==> src/rtl/pdc_pkg.sv <==
package pdc_pkg;
  typedef enum logic [1:0] {
    UL_IDLE  = 2'd0,
    UL_KEY1  = 2'd1,
    UL_ARMED = 2'd2
  } unlock_e;

  localparam logic [7:0] KEY_FIRST  = 8'h55;
  localparam logic [7:0] KEY_SECOND = 8'hAA;
endpackage

==> src/rtl/pdc_unlock_fsm.sv <==
module pdc_unlock_fsm
  import pdc_pkg::*;
#(
  parameter int ADDR_W   = 4,
  parameter int DATA_W   = 8,
  parameter int KEY_ADDR = 8
) (
  input  logic              clk,
  input  logic              rst_n,
  input  logic              bus_wr,
  input  logic              bus_rd,
  input  logic [ADDR_W-1:0] bus_addr,
  input  logic [DATA_W-1:0] bus_wdata,
  output logic              armed
);
  unlock_e st_q;
  logic    key_wr;
  logic    any_acc;

  assign key_wr  = bus_wr && (bus_addr == ADDR_W'(KEY_ADDR));
  assign any_acc = bus_wr || bus_rd;

  // Idle cycles hold the state; every access advances or cancels it.
  always_ff @(posedge clk or negedge rst_n) begin
    if (!rst_n) begin
      st_q <= UL_IDLE;
    end else if (any_acc) begin
      case (st_q)
        UL_IDLE: st_q <= (key_wr && bus_wdata == DATA_W'(KEY_FIRST))  ? UL_KEY1  : UL_IDLE;
        UL_KEY1: st_q <= (key_wr && bus_wdata == DATA_W'(KEY_SECOND)) ? UL_ARMED : UL_IDLE;
        default: st_q <= UL_IDLE;
      endcase
    end
  end

  assign armed = (st_q == UL_ARMED);
endmodule

==> src/rtl/pdc_shutdown_regs.sv <==
module pdc_shutdown_regs #(
  parameter int                           NUM_REGS  = 4,
  parameter int                           DATA_W    = 8,
  parameter int                           ADDR_W    = 4,
  parameter int                           BASE_ADDR = 0,
  parameter logic [NUM_REGS*DATA_W-1:0]   IMPL_MASK = 32'h5FFF_FFFE,
  parameter int                           PROT_REG  = 1,
  parameter int                           PROT_BIT  = 6
) (
  input  logic                       clk,
  input  logic                       rst_n,
  input  logic                       bus_wr,
  input  logic [ADDR_W-1:0]          bus_addr,
  input  logic [DATA_W-1:0]          bus_wdata,
  input  logic                       armed,
  output logic [NUM_REGS*DATA_W-1:0] sd_flat
);
  for (genvar i = 0; i < NUM_REGS; i++) begin : g_reg
    localparam logic [DATA_W-1:0] IMPL_I = IMPL_MASK[i*DATA_W +: DATA_W];
    localparam logic [DATA_W-1:0] PROT_I =
      (i == PROT_REG) ? (DATA_W'(1) << PROT_BIT) : '0;

    logic [DATA_W-1:0] sd_q;
    logic [DATA_W-1:0] wmask;
    logic              hit;

    assign hit   = bus_wr && (bus_addr == ADDR_W'(BASE_ADDR + i));
    assign wmask = IMPL_I & ~(armed ? '0 : PROT_I);

    always_ff @(posedge clk or negedge rst_n) begin
      if (!rst_n) begin
        sd_q <= '0;
      end else if (hit) begin
        sd_q <= (sd_q & ~wmask) | (bus_wdata & wmask);
      end
    end

    assign sd_flat[i*DATA_W +: DATA_W] = sd_q;
  end
endmodule

==> src/rtl/pdc_gate_out.sv <==
module pdc_gate_out #(
  parameter int NUM_PERIPH = 32
) (
  input  logic                  clk,
  input  logic                  rst_n,
  input  logic [NUM_PERIPH-1:0] sd_flat,
  output logic [NUM_PERIPH-1:0] periph_acc_en,
  output logic [NUM_PERIPH-1:0] periph_clk_en
);
  logic [NUM_PERIPH-1:0] clk_en_q;

  assign periph_acc_en = ~sd_flat;

  // Registered so that gated clocks see a clean enable edge.
  always_ff @(posedge clk or negedge rst_n) begin
    if (!rst_n) clk_en_q <= '1;
    else        clk_en_q <= ~sd_flat;
  end

  assign periph_clk_en = clk_en_q;
endmodule

==> src/rtl/pdc_bank.sv <==
module pdc_bank #(
  parameter int                         NUM_REGS  = 4,
  parameter int                         DATA_W    = 8,
  parameter int                         ADDR_W    = 4,
  parameter int                         BASE_ADDR = 0,
  parameter int                         KEY_ADDR  = 8,
  parameter logic [NUM_REGS*DATA_W-1:0] IMPL_MASK = 32'h5FFF_FFFE,
  parameter int                         PROT_REG  = 1,
  parameter int                         PROT_BIT  = 6,
  localparam int                        NUM_PERIPH = NUM_REGS * DATA_W
) (
  input  logic                  clk,
  input  logic                  rst_n,
  input  logic                  bus_wr,
  input  logic                  bus_rd,
  input  logic [ADDR_W-1:0]     bus_addr,
  input  logic [DATA_W-1:0]     bus_wdata,
  output logic [DATA_W-1:0]     bus_rdata,
  output logic [NUM_PERIPH-1:0] periph_clk_en,
  output logic [NUM_PERIPH-1:0] periph_acc_en
);
  logic                  armed;
  logic [NUM_PERIPH-1:0] sd_flat;

  pdc_unlock_fsm #(
    .ADDR_W(ADDR_W), .DATA_W(DATA_W), .KEY_ADDR(KEY_ADDR)
  ) u_unlock (
    .clk(clk), .rst_n(rst_n), .bus_wr(bus_wr), .bus_rd(bus_rd),
    .bus_addr(bus_addr), .bus_wdata(bus_wdata), .armed(armed)
  );

  pdc_shutdown_regs #(
    .NUM_REGS(NUM_REGS), .DATA_W(DATA_W), .ADDR_W(ADDR_W),
    .BASE_ADDR(BASE_ADDR), .IMPL_MASK(IMPL_MASK),
    .PROT_REG(PROT_REG), .PROT_BIT(PROT_BIT)
  ) u_regs (
    .clk(clk), .rst_n(rst_n), .bus_wr(bus_wr), .bus_addr(bus_addr),
    .bus_wdata(bus_wdata), .armed(armed), .sd_flat(sd_flat)
  );

  pdc_gate_out #(
    .NUM_PERIPH(NUM_PERIPH)
  ) u_gate (
    .clk(clk), .rst_n(rst_n), .sd_flat(sd_flat),
    .periph_acc_en(periph_acc_en), .periph_clk_en(periph_clk_en)
  );

  always_comb begin
    bus_rdata = '0;
    if (bus_rd) begin
      for (int i = 0; i < NUM_REGS; i++) begin
        if (bus_addr == ADDR_W'(BASE_ADDR + i)) bus_rdata = sd_flat[i*DATA_W +: DATA_W];
      end
    end
  end
endmodule

==> config.mk <==
export PLATFORM = sky130hd
export DESIGN_NAME = pdc_bank
export DESIGN_NICKNAME = d
export VERILOG_FILES = /design/src/rtl/pdc_pkg.sv /design/src/rtl/pdc_unlock_fsm.sv /design/src/rtl/pdc_shutdown_regs.sv /design/src/rtl/pdc_gate_out.sv /design/src/rtl/pdc_bank.sv
export SDC_FILE = /design/constraint.sdc
export NUM_CORES = 1
export LEC_CHECK = 0
export ABC_AREA = 1
export CORE_ASPECT_RATIO = 1.75
export CORE_MARGIN = 2
export CORE_UTILIZATION = 35
export CTS_CLUSTER_DIAMETER = 200
export CTS_CLUSTER_SIZE = 30
export DETAILED_ROUTE_END_ITERATION = 6
export GPL_TIMING_DRIVEN = 0
export SYNTH_ARGS = -nofsm -noshare
export SYNTH_HDL_FRONTEND = slang
export SYNTH_HIERARCHICAL = 1
export SYNTH_SLANG_ARGS = --single-unit
==> constraint.sdc <==
create_clock -name clk -period 1.75 [get_ports clk]
set_input_delay 0.35 -clock clk [delete_from_list [all_inputs] [get_ports clk]]
set_output_delay 0.35 -clock clk [all_outputs]
set_load 0.02 [all_outputs]
==> results of run 1 <==
## worst min path at each step
stage | from | endpoint | depth (start not counted) | slack (ns)
2_1_floorplan | rst_n | u_regs/g_reg[0].sd_q[1] | 0 | 0.05
3_3_place_gp | u_regs/g_reg[0].sd_q[3] | u_gate/periph_clk_en[3] | 1 | 0.42
3_5_place_dp | rst_n | u_regs/g_reg[0].sd_q[3] | 1 | 0.40
4_1_cts | rst_n | u_unlock/st_q[1] | 1 | 0.04
5_1_grt | rst_n | u_regs/g_reg[0].sd_q[1] | 1 | 0.06
6_report | rst_n | u_regs/g_reg[0].sd_q[3] | 1 | 0.03
## final cells by class
class | instances | area [um2]
buffer | 10 | 101
inverter | 79 | 299
clock buffer | 10 | 239
tap | 92 | 115
multi-input combinational | 170 | 1040
clock inverter | 6 | 60.1
fill | 799 | 3890
sequential | 63 | 1620
timing repair buffer | 90 | 842
## what timing repair did
item,in CTS,in global routing
buffers inserted,2,2
gates cloned,1,0
endpoints found under the setup margin,69,8
pin swaps,7,17
gates resized for setup,135,33
## power by group
part	internal [mW]	switching [mW]	total (mW)
logic	0.480	0.802	1.28
registers	1.82	0.142	1.96
clock network	1.13	0.632	1.76
## cell usage in the layout, fill, tap and decap left out, types with 5 or more instances in the layout
cell type and n:
clkbuf_16 9, nor2_1 24, inv_1 76, buf_6 16
nor2_2 9, nand3_2 9, nand2_1 48, nand4_1 9
nand3_1 19, dlygate4sd2_1 62, clkdlybuf4s50_1 9, nor2_4 6
o21ai_2 28, dfrtp_1 31, dfstp_2 32, buf_4 8
nand2_2 5
## per-stage QoR
step | setup WS, ns | TNS, ns | hold WS [ns] | cells
CTS | -0.0309 | -0.0309 | 0.0406 | 518
global route | -0.0130 | -0.0224 | 0.0649 | 520
detailed placement | -1.07 | -8.70 | 0.401 | 500
finish | 0.0456 | 0 | 0.0335 | 520
global placement | -1.67 | -90.73 | 0.418 | 499
floorplan | 0.280 | 0 | 0.0544 | 323
## cells by family (layout without fill, tap and decap cells)
logic type	count (synthesis)	in the layout	share of synthesized area [%]
AOI/OAI and AO/OA	28	28	8.35
buffers and inverters	90	195	13.3
DFF	63	63	55.0
other	1	3	0.128
and+or+nand+nor	139	139	23.2
## critical path, stage by stage
cell and delay (ns):
buf_6 0.11, nor2_4 0.05, buf_12 0.13, buf_6 0.12, buf_12 0.12, nand3_1 0.08
nand3_1 0.08, nor2_2 0.17, buf_6 0.14
## metal layers
layer	part of all wire, %	vias up	GRT usage (%)	wire length, um
met3	5.4	12	5.32	390
li1	-	1171	-	-
met5	0	-	0	0
met4	3.1	0	9.04	223
met1	37	1132	18.9	2690
met2	55	78	29.7	3980
## flip-flops by register name (all words and copies together), names as in the netlist
signal	flops
u_unlock/st_q	2
u_gate/periph_clk_en	32
u_regs/g.sd_q	29
==> flow_summary_export.csv, run 1 <==
group,metric,value,unit
drt,drc_errors,0,
sta,worst_pin_slew,0.611,ns
floorplanning,die_x,73.3,um
worst_setup_path,r2r_slack,0.87,ns
flow_run,drv_cap,0,
sta,hold_violations,0,
clocking,cts_hold_buffers,0,
run_status,status,"finished, final reports clean",
sta,min_period,1.70,ns
drt,ant_nets,0,
place,dp_hpwl,5340,um
sta,report.final.slew_viol_count,0,
logic_synthesis,ys_seq_elements,63,
clocking,numClockSinks,63,
clocking,insertion_delay,0.33,ns
floorplanning,die_area,9170,um2
drt,drt_iter0_drc,116,
sta,clock.fmax,587,MHz
cells_and_area,final_area,4320,um2
cells_and_area,drive_gt1_share,33.4,%
grt,grt_pass1_vias,2522,
place,placed_area,3920,um2
clocking,ctsRootBufferMaster,"clkbuf_16",
floorplanning,core_area,8200,um2
logic_synthesis,synth-edff-count,0,
logic_synthesis,synthTopCellsByCount,"76 x inv_1, 51 x nand2_1, 35 x nor2_1, 32 x dfstp_2, 31 x dfrtp_1",
clocking,cts-buffers-inserted,9,
worst_setup_path,reg2reg_to,"u_regs/g_reg[1].sd_q[6]",
sta,min_period_over_period,97.4,%
cells_and_area,nNetsFinal,439,
clocking,clockBufferDepth,2,
worst_setup_path,worstReg2RegStart,"u_unlock/st_q[1]",
floorplanning,row_count,44,
worst_setup_path,arrival,1.35,ns
drt,firstDrtPassIters,4,
drt,vias,2393,
clocking,cts_tree,"done",
power_and_ir_drop,vdd_drop_max,781,uV
worst_setup_path,critical_path_class,"in -> out",
logic_synthesis,syn_inst,321,
grt,track_usage,17.5,%
logic_synthesis,postSynthAreaPerCell,9.15,um2
hold_path,hp-class,"in -> async",
logic_synthesis,synthFlopType,"dfstp_2",
grt,grt-ovfl-total,0,
logic_synthesis,async_reset_ff_share,100,%
power_and_ir_drop,leakagePower,2.03,nW
power_and_ir_drop,finalPower,5.00,mW
floorplanning,initial_core_util,35.8,%
cells_and_area,antenna_cells,0,
logic_synthesis,syn-cell-area,2940,um2
worst_setup_path,critPathCapture,"bus_rdata[4]",
floorplanning,dieHeight,125,um
clocking,path_clk_slew,0.05,ns
sta,setup_viol,0,
drt,wire_per_inst,14.0,um
worst_setup_path,ff2ff_path_depth,5,
logic_synthesis,yosysSeqAreaShare,55.0,%
grt,grt_max_degree,39,
drt,avgViaCountPerCell,4.60,
logic_synthesis,synth_area_leaders,"dfstp_2 29%, dfrtp_1 26%, inv_1 9.7%",
logic_synthesis,synth_top_area_share,28.6,%
sta,slew_headroom,59.3,%
logic_synthesis,yosysUniqueCellTypes,23,
cells_and_area,fin_util,52.6,%
sta,finClkSkew,0.00322,ns
power_and_ir_drop,power_density,1160,nW/um2
logic_synthesis,synth.most_common_cell,"inv_1",
logic_synthesis,yosys.area.top_type,"dfstp_2",
cells_and_area,area_growth,46.9,%
place,place.gp.congestion,0.888,
logic_synthesis,yosys_warnings,6,
drt,wl,7290,um
place,portBuffers,84,
worst_setup_path,cp_max_fo,6,
floorplanning,ioPinCount,88,
worst_setup_path,cp_data_required_time,1.40,ns
worst_setup_path,cp-startpoint,"bus_addr[3]",
clocking,htreeDepth,3,
worst_setup_path,crit_path_end_kind,"primary output",
worst_setup_path,worst_setup_path_start_kind,"input pin",
grt,grt_first_pass_wirelength,11900,um
grt,grt_antenna_before_repair,0,
(Power assumes the default switching activity.)
==> run 2: changes to the inputs <==
--- a/config.mk
+++ b/config.mk
@@ -13,6 +13,8 @@
 export CTS_CLUSTER_SIZE = 30
 export DETAILED_ROUTE_END_ITERATION = 6
 export GPL_TIMING_DRIVEN = 0
+export HOLD_SLACK_MARGIN = 0.1
+export SKIP_CTS_REPAIR_TIMING = 1
 export SYNTH_ARGS = -nofsm -noshare
 export SYNTH_HDL_FRONTEND = slang
 export SYNTH_HIERARCHICAL = 1
==> run 2 against run 1 <==
Count of clock-buffer cells in the layout unchanged. Clock skew increased by 0.0015 ns. Global-route usage decreased by 0.29 points. Core utilization increased by 1.6 points. Setup slack got worse by 0.016 ns. Cell count decreased by 0.19%. Highest routed layer unchanged. Via count increased by 0.29%.
==> flow_summary_export.csv, run 2 (synthesis gave the netlist of run 1 again) <==
group,metric,value,unit
floorplanning,die_x,73.3,um
floorplanning,die_area,9170,um2
worst_setup_path,cp_max_fo,6,
power_and_ir_drop,leakagePower,2.33,nW
cells_and_area,drive_gt1_share,30.0,%
worst_setup_path,worst_setup_path_start_kind,"input pin",
grt,grt_max_degree,39,
drt,wire_per_inst,14.2,um
clocking,clockBufferDepth,2,
drt,ant_nets,0,
sta,min_period_over_period,98.3,%
worst_setup_path,crit_path_end_kind,"primary output",
sta,min_period,1.72,ns
flow_run,drv_cap,0,
worst_setup_path,cp_slowest_stage_delay,0.23,ns
worst_setup_path,crit_chain,"buf_6 > nor2_4 > buf_6 > nand3_1 > nand2_1 > nor2_2 > nor2_2 > buf_6",
drt,avgViaCountPerCell,4.62,
sta,clock.fmax,581,MHz
worst_setup_path,critical_path_class,"in -> out",
worst_setup_path,arrival,1.37,ns
cells_and_area,antenna_cells,0,
cells_and_area,nNetsFinal,438,
place,portBuffers,84,
sta,rsz0062_at_grt,"true",
drt,vias,2400,
clocking,insertion_delay,0.33,ns
cells_and_area,area_growth,51.2,%
floorplanning,core_area,8200,um2
cells_and_area,fin_util,54.2,%
sta,worst_pin_slew,0.615,ns
place,place.gp.congestion,0.888,
grt,grt-ovfl-total,0,
place,dp_hpwl,5340,um
drt,wl,7360,um
floorplanning,ioPinCount,88,
power_and_ir_drop,power_density,1160,nW/um2
grt,grt_antenna_before_repair,0,
sta,setup_ws,0.0292,ns
sta,report.final.slew_viol_count,0,
clocking,htreeDepth,3,
cells_and_area,final_cell_mix,"76 x inv_1, 62 x dlymetal6s2s_1, 51 x nand2_1, 32 x dfstp_2, 31 x dfrtp_1",
floorplanning,row_count,44,
sta,slew_headroom,59.0,%
cells_and_area,nFillCells,766,
grt,grt_pass1_vias,2501,
sta,finClkSkew,0.00471,ns
sta,setup_viol,0,
worst_setup_path,crit_slowest_cell,"nor2_4",
hold_path,hp-class,"in -> reg",
cells_and_area,largest_reg_flops,32,
worst_setup_path,cpMostUsedCell,"buf_6",
place,pre_cts_ws,-1.07,ns
drt,drt_iter0_drc,149,
clocking,cts_tree,"done",
floorplanning,dieHeight,125,um
drt,drc_errors,0,
cells_and_area,final_common_cell,"inv_1",
clocking,numClockSinks,63,
grt,track_usage,17.2,%
run_status,status,"finished, final reports clean",
floorplanning,initial_core_util,35.8,%
worst_setup_path,cp_data_required_time,1.40,ns
sta,tns,0,ns
clocking,cts-buffers-inserted,9,
sta,hold_violations,0,
clocking,path_clk_slew,0.05,ns
power_and_ir_drop,vdd_drop_max,782,uV
drt,firstDrtPassIters,4,
clocking,ctsRootBufferMaster,"clkbuf_16",
grt,grt_first_pass_wirelength,11700,um
==> run 2: cell count changes in the layout (fill, tap and decap cells not counted), sizes merged <==
cell / change
buf: -2
dlygate4sd2: -62
dlygate4sd3: +1
dlymetal6s2s: +62
==> run 2: power breakdown <==
group	internal, mW	switching [mW]
combinational	0.606	0.795
clock	1.13	0.641
sequential	1.82	0.141
total	3.56	1.58
==> run 2: through the flow <==
step	std cells	power, mW	cell area, um2	hold WS [ns]
6_report	519	5.13	4440	0.389
5_1_grt	519	5.41	4440	0.429
4_1_cts	516	5.26	4220	0.0406
3_5_place_dp	500	3.45	3920	0.401
3_3_place_gp	499	3.42	3900	0.418
2_1_floorplan	323	2.72	2950	0.0544
==> run 2: final timing paths <==
kind / from / to / slack [ns] / cells after the start
worst min register to register: u_regs/g_reg[0].sd_q[3] / u_gate/periph_clk_en[3] / 0.42 / 1
worst max register to register: u_unlock/st_q[1] / u_regs/g_reg[1].sd_q[6] / 0.86 / 5
worst max-delay path: bus_addr[2] / bus_rdata[1] / 0.03 / 8
max in group asynchronous: rst_n / u_gate/periph_clk_en[16] / 0.50 / 3
worst min-delay path: bus_addr[2] / u_regs/g_reg[1].sd_q[6] / 0.39 / 5
min in group asynchronous: rst_n / u_regs/g_reg[0].sd_q[7] / 0.57 / 2
==> run 2: critical path: cells and delay by family <==
kind / cells / cell delay [ns]
buffers and inverters: 3 / 0.42
AND/OR/NAND/NOR: 5 / 0.60
==> run 2: final cells by class <==
type                            count  area [um2]  share of cell area [%]
Inverter                           79         299                    6.73
Multi-Input combinational cell    170         972                    21.9
Buffer                             10        97.6                    2.20
Clock buffer                       10         239                    5.38
Timing Repair Buffer               89        1040                    23.5
Clock inverter                      6        60.1                    1.35
Tap cell                           92         115                    2.59
Sequential cell                    63        1620                    36.4
==> run 2: layer usage <==
metal / GRT usage (%) / wire (um)
met4: 9.04 / 222
met1: 18.8 / 2740
met5: 0 / 0
met2: 28.9 / 3990
met3: 5.32 / 411
